File: config.mk
export PLATFORM = sky130hd
export DESIGN_NAME = bitonic_sorter
export DESIGN_NICKNAME = d
export VERILOG_FILES = /design/src/rtl/bitonic_pkg.sv /design/src/rtl/bitonic_cas.sv /design/src/rtl/bitonic_column.sv /design/src/rtl/bitonic_sorter.sv
export SDC_FILE = /design/constraint.sdc
export NUM_CORES = 1
export LEC_CHECK = 0
export BUFFER_PORTS_ARGS = -buffer_cell sky130_fd_sc_hd__buf_2
export CAP_MARGIN = 20
export CORE_ASPECT_RATIO = 1.25
export CORE_MARGIN = 2
export CORE_UTILIZATION = 40
export DETAILED_ROUTE_END_ITERATION = 10
export PLACE_DENSITY_LB_ADDON = 0.08
export SYNTH_ARGS = -nofsm -noshare
export SYNTH_HDL_FRONTEND = slang
export SYNTH_HIERARCHICAL = 1
export SYNTH_SLANG_ARGS = --single-unit
File: constraint.sdc
create_clock -name vclk -period 23.4
set_input_delay 1.17 -clock vclk [all_inputs]
set_output_delay 1.17 -clock vclk [all_outputs]
set_load 0.1 [all_outputs]
File: src/rtl/bitonic_pkg.sv
package bitonic_pkg;

  // Number of compare-exchange columns for a network of 2**lg inputs.
  function automatic int column_count(input int lg);
    return (lg * (lg + 1)) / 2;
  endfunction

  // Index of the first column belonging to merge phase ph (1-based).
  function automatic int phase_base(input int ph);
    return ((ph - 1) * ph) / 2;
  endfunction

  // Lower index of pair p in a column whose partner distance is 2**dl.
  function automatic int pair_low(input int p, input int dl);
    return ((p >> dl) << (dl + 1)) | (p & ((1 << dl) - 1));
  endfunction

endpackage

File: src/rtl/bitonic_cas.sv
module bitonic_cas #(
  parameter int M          = 8,
  parameter bit SIGNED_CMP = 1'b0,
  parameter bit ASCEND     = 1'b1
) (
  input  logic [M-1:0] a_in,
  input  logic [M-1:0] b_in,
  output logic [M-1:0] lo_out,
  output logic [M-1:0] hi_out
);

  logic a_above;
  logic b_above;
  logic swap;

  generate
    if (SIGNED_CMP) begin : g_signed
      assign a_above = $signed(a_in) > $signed(b_in);
      assign b_above = $signed(b_in) > $signed(a_in);
    end else begin : g_unsigned
      assign a_above = a_in > b_in;
      assign b_above = b_in > a_in;
    end
  endgenerate

  // Ascending cells push the larger word up; descending ones push it down.
  assign swap   = ASCEND ? a_above : b_above;
  assign lo_out = swap ? b_in : a_in;
  assign hi_out = swap ? a_in : b_in;

endmodule

File: src/rtl/bitonic_column.sv
module bitonic_column
  import bitonic_pkg::*;
#(
  parameter int N          = 8,
  parameter int M          = 8,
  parameter bit SIGNED_CMP = 1'b0,
  parameter bit DESCEND    = 1'b0,
  parameter int PHASE      = 1,
  parameter int DIST_LOG   = 0
) (
  input  logic [N*M-1:0] col_in,
  output logic [N*M-1:0] col_out
);

  localparam int PAIRS = N / 2;
  localparam int DIST  = 1 << DIST_LOG;

  generate
    for (genvar p = 0; p < PAIRS; p++) begin : g_pair
      localparam int LO = pair_low(p, DIST_LOG);
      localparam int HI = LO + DIST;
      // Blocks of 2**PHASE alternate direction; in the last phase every
      // index shares bit PHASE = 0, so the global direction rules.
      localparam bit UP = (((LO >> PHASE) & 1) == 0) ^ DESCEND;

      bitonic_cas #(
        .M(M),
        .SIGNED_CMP(SIGNED_CMP),
        .ASCEND(UP)
      ) u_cas (
        .a_in  (col_in[LO*M +: M]),
        .b_in  (col_in[HI*M +: M]),
        .lo_out(col_out[LO*M +: M]),
        .hi_out(col_out[HI*M +: M])
      );
    end
  endgenerate

endmodule

File: src/rtl/bitonic_sorter.sv
module bitonic_sorter
  import bitonic_pkg::*;
#(
  parameter int N          = 8,
  parameter int M          = 8,
  parameter bit SIGNED_CMP = 1'b0,
  parameter bit DESCEND    = 1'b0
) (
  input  logic [N*M-1:0] in_words,
  output logic [N*M-1:0] out_words
);

  localparam int LG   = $clog2(N);
  localparam int COLS = column_count(LG);

  generate
    if (N < 2 || (1 << LG) != N) begin : g_bad_size
      $error("bitonic_sorter: N must be a power of two and at least 2");
    end
  endgenerate

  logic [N*M-1:0] lane [0:COLS];

  assign lane[0] = in_words;

  generate
    for (genvar ph = 1; ph <= LG; ph++) begin : g_phase
      for (genvar t = 0; t < ph; t++) begin : g_col
        localparam int IDX = phase_base(ph) + t;
        bitonic_column #(
          .N(N),
          .M(M),
          .SIGNED_CMP(SIGNED_CMP),
          .DESCEND(DESCEND),
          .PHASE(ph),
          .DIST_LOG(ph - 1 - t)
        ) u_col (
          .col_in (lane[IDX]),
          .col_out(lane[IDX+1])
        );
      end
    end
  endgenerate

  assign out_words = lane[COLS];

endmodule

==> results of run 1 <==
[metal layers]
layer | share of wire | global-route usage | routed length (um) | up-vias
li1 | - | - | - | 4085
met1 | 0.44 | 0.221 | 12400 | 3738
met2 | 0.52 | 0.353 | 14500 | 90
met3 | 0.019 | 0.0105 | 543 | 27
met4 | 0.021 | 0.0318 | 592 | 0
met5 | 0 | 0 | 0 | -
[worst min path at each step]
stage,end,slack [ns],cells after the start
3_5_place_dp,out_words[6],3.82,8
2_1_floorplan,out_words[0],3.36,6
6_report,out_words[37],3.80,8
4_1_cts,out_words[13],3.82,8
5_1_grt,out_words[6],3.85,8
3_3_place_gp,out_words[13],3.80,8
[final cells by class]
class	instances	share of cell area
tap	355	0.0369
inverter	192	0.0598
multi-input combinational	840	0.850
timing repair buffer	128	0.0532
[synth_stat cells (all sizes together)]
| cell type | instances | area share |
|---|---|---|
| nand2 | 24 | 0.0079 |
| mux2 | 384 | 0.46 |
| o21ai | 24 | 0.034 |
| a21oi | 96 | 0.050 |
| o22ai | 24 | 0.042 |
| buf | 24 | 0.042 |
| o211ai | 24 | 0.026 |
| nand4 | 48 | 0.039 |
| nor2b | 24 | 0.029 |
| inv | 192 | 0.063 |
| ha | 192 | 0.21 |
[logic make-up (layout without fill, tap and decap cells)]
logic type | after synthesis | after routing
multiplexers | 384 | 384
buffers and inverters | 216 | 320
adder cells (fa/ha/maj) | 192 | 192
AO/OA/AOI/OAI | 168 | 168
AND/OR/NAND/NOR | 96 | 96
[stage by stage]
step           instances  hold WS [ns]  area, um^2   util  setup slack (ns)
6_report            1515          3.80       12000  0.425             10.71
5_1_grt             1515          3.85       12000  0.425             10.08
4_1_cts             1515          3.82       12000  0.425             10.65
3_5_place_dp        1515          3.82       12000  0.425             10.67
3_3_place_gp        1515          3.80       12000  0.425             10.76
2_1_floorplan       1056          3.36       11400      -             12.69
==> metrics.txt, run 1 <==
CP endpoint kind primary output; CP top delay family compound AO/OA/AOI/OAI gates; Post-CTS Setup Repair Bufs 0; Post-CTS Hold Buffers 0; final worst path period share 0.542; Die Span Y 193 um; TritonRoute pass-1 iters 4; Routed wire per std cell 18.5 um; stages on the worst setup path 36; Slew headroom 0.534; Fillers 2,834; Final Critical Period 12.69 ns; commonest non-fill, non-tap cell in the layout mux2_4; RSZ-0062 raised after global routing no; Setup TNS 0 ns; crit path max fanout 16; most frequent cells in the layout mux2_4, inv_1, ha_1; core region area 0.0283 mm^2; status finished clean; Slew Viols, Final 0; grt total ovfl 0; Final nets 1,418; syn_nets 1,312; synth unique cells 14; Fin. Hold Viols 0; clock buf count 0; Syn. warnings 6; Starting Density 0.404; Seq/Total Area, Yosys 0; Crit Path Class in -> out; via count 7,940; DRC errors left 0; final antenna-violating net count 0; Area growth syn-to-layout 5.28%; multi-input logic area 0.0102 mm^2; hold path startpoint in_words[53]; Post-Synth XOR/XNOR Area 0; post-synthesis adder-cell area fraction 0.210; fmax 0.0788 GHz; Arr. time, crit path 11.52 ns; register area 0 um^2; Tot GR Track Use 0.181; num sequential 0; die footprint 0.0300 mm^2; Compound-Gate Fraction of Synth Area 0.152; slowest stage delay, CP 0.52 ns; CP Buf/Inv Count 5; number of max-cap violations 0; Diodes inserted 0; hold crit path type in -> out; actual slew at the worst max-slew pin 0.699 ns; GPL Wtd Cong 0.891; # rows 69; DR iter-0 viols 159; Port-buffer cells 128; startpoint types input pin; IO Count 128; Synth Area in Simple Gates 0.0761; syn avg cell area 10.8 um^2; die extent in x 155 um; dpl hpwl 25,700 um; Worst EP required 22.23 ns; critical path endpoint out_words[25]; Gates resized, CTS repair 0; number of global-route vias before repair 7,785; first-pass GRT wire length 42,900 um; final setup vio count 0; antenna violations before repair 0; cell area after synthesis 0.0114 mm^2; crit path from in_words[17]; main combinational cell family by area after synthesis multiplexers; via/cell ratio 5.24; routed wire length 28,000 um; largest net degree at the start of global routing 17; post-synthesis mux area share 0.457; share of layout cells above drive strength 1 0.566; crit path max-delay cell type o22ai_4; cell count after synthesis 1,056
Power of run 1 is left out: the tool's default activity adds up to more than one toggle a clock period on the data nets, which glitch-free logic cannot reach.
==> run 2: changes to the inputs <==
==> constraint.sdc (replaced) <==
create_clock -name vclk -period 12.4
set_input_delay 0.62 -clock vclk [all_inputs]
set_output_delay 0.62 -clock vclk [all_outputs]
set_load 0.1 [all_outputs]
==> run 2 against run 1 <==
Net effect:
- wire length up 0.42%
- critical path type unchanged
- hold slack worse by 1.1 ns
- utilization unchanged
- final cell count unchanged
- clock-buffer cell count unchanged
- global-route usage up 0.21 points
- setup slack worse by 9.9 ns
- critical path depth down 2
- largest cell class unchanged
- die area unchanged
- sequential cell count unchanged
- sequential share of layout area unchanged
==> metrics.txt, run 2 (synthesized netlist as in run 1, its figures left out) <==
CP top delay family compound AO/OA/AOI/OAI gates (unchanged); Crit Path Class in -> out (unchanged); startpoint types input pin (unchanged); Slew headroom 0.530 (was 0.534); met1 Resource Use GR 0.226 (was 0.221); Post-CTS Setup Repair Bufs 0 (unchanged); first-pass GRT wire length 43,500 um (was 42,900 um); final setup vio count 0 (unchanged); # rows 69 (unchanged); final antenna-violating net count 0 (unchanged); via/cell ratio 5.23 (was 5.24); largest net degree at the start of global routing 17 (unchanged); CP Buf/Inv Count 4 (was 5); routed wire length 28,200 um (was 28,000 um); Fin. Hold Viols 0 (unchanged); most frequent cells in the layout mux2_4, inv_1, ha_1 (unchanged); share of layout cells above drive strength 1 0.566 (unchanged); Fillers 2,849 (was 2,834); Setup TNS 0 ns (unchanged); hold crit path type in -> out (unchanged); Arr. time, crit path 10.93 ns (was 11.52 ns); GR peak layer met2 (unchanged); Die Span Y 193 um (unchanged); IO Count 128 (unchanged); GPL Wtd Cong 0.892 (was 0.891); DR iter-0 viols 217 (was 159); Starting Density 0.404 (unchanged); Area growth syn-to-layout 5.28% (unchanged); crit path max-delay cell type o22ai_4 (unchanged); number of max-cap violations 0 (unchanged); commonest non-fill, non-tap cell in the layout mux2_4 (unchanged); final worst path period share 0.932; slowest stage delay, CP 0.52 ns (about the same); Diodes inserted 0 (unchanged); number of global-route vias before repair 7,908 (was 7,785); RSZ-0062 raised after global routing no (unchanged); fmax 0.0866 GHz; Routed wire per std cell 18.6 um (was 18.5 um); via count 7,928 (was 7,940); met2 Use GR 0.342 (was 0.353); die footprint 0.0300 mm^2 (unchanged); dpl hpwl 25,800 um (was 25,700 um); Final nets 1,418 (unchanged); die extent in x 155 um (unchanged); Gates resized, CTS repair 0 (unchanged); M3 GR Usage 0.00983 (was 0.0105); DRC errors left 0 (unchanged); Post-CTS Hold Buffers 0 (unchanged); status finished clean (unchanged); grt total ovfl 0 (unchanged); Slew Viols, Final 0 (unchanged); TritonRoute pass-1 iters 4 (unchanged); clock buf count 0 (unchanged); core region area 0.0283 mm^2 (unchanged); num sequential 0 (unchanged); register area 0 um^2 (unchanged); actual slew at the worst max-slew pin 0.704 ns (was 0.699 ns); crit path max fanout 16 (unchanged); Fin Hold WS 2.70 ns (was 3.80 ns); antenna violations before repair 0 (unchanged); Tot GR Track Use 0.183 (was 0.181); Worst EP required 11.78 ns (was 22.23 ns); CP endpoint kind primary output (unchanged); Final Critical Period 11.55 ns; Port-buffer cells 128 (unchanged)
[run 2: cell counts in the layout (fill, tap and decap cells not counted)]
Identical to the previous run, type by type.
[run 2: layout make-up]
| cell class | count | area (um^2) | area share |
|---|---|---|---|
| repair buffers | 128 | 641 | 0.0532 |
| inverters | 192 | 721 | 0.0598 |
| well taps | 355 | 444 | 0.0369 |
| multi-input cells | 840 | 10200 | 0.850 |
[run 2: path summary, 6_finish.rpt]
| kind | from | endpoint | slack (ns) | cells past startpoint |
|---|---|---|---|---|
| max | in_words[15] | out_words[25] | 0.85 | 34 |
| min | in_words[53] | out_words[45] | 2.70 | 8 |
[run 2: routing by layer]
metal / wire length, um / up-vias / part of all wire
met5: 0 / - / 0
met4: 1090 / 0 / 0.039
met3: 574 / 44 / 0.020
met2: 14000 / 124 / 0.50
met1: 12500 / 3684 / 0.44
li1: - / 4076 / -
[run 2: stage by stage]
step | utilization | instances | cell area (um^2) | setup slack, ns
after CTS | 0.425 | 1515 | 12000 | 0.758
after floorplan | - | 1056 | 11400 | 2.79
final | 0.425 | 1515 | 12000 | 0.846
after global placement | 0.425 | 1515 | 12000 | 0.856
after global routing | 0.425 | 1515 | 12000 | 0.204
after detailed placement | 0.425 | 1515 | 12000 | 0.762
Power of run 2 is left out for the same reason.
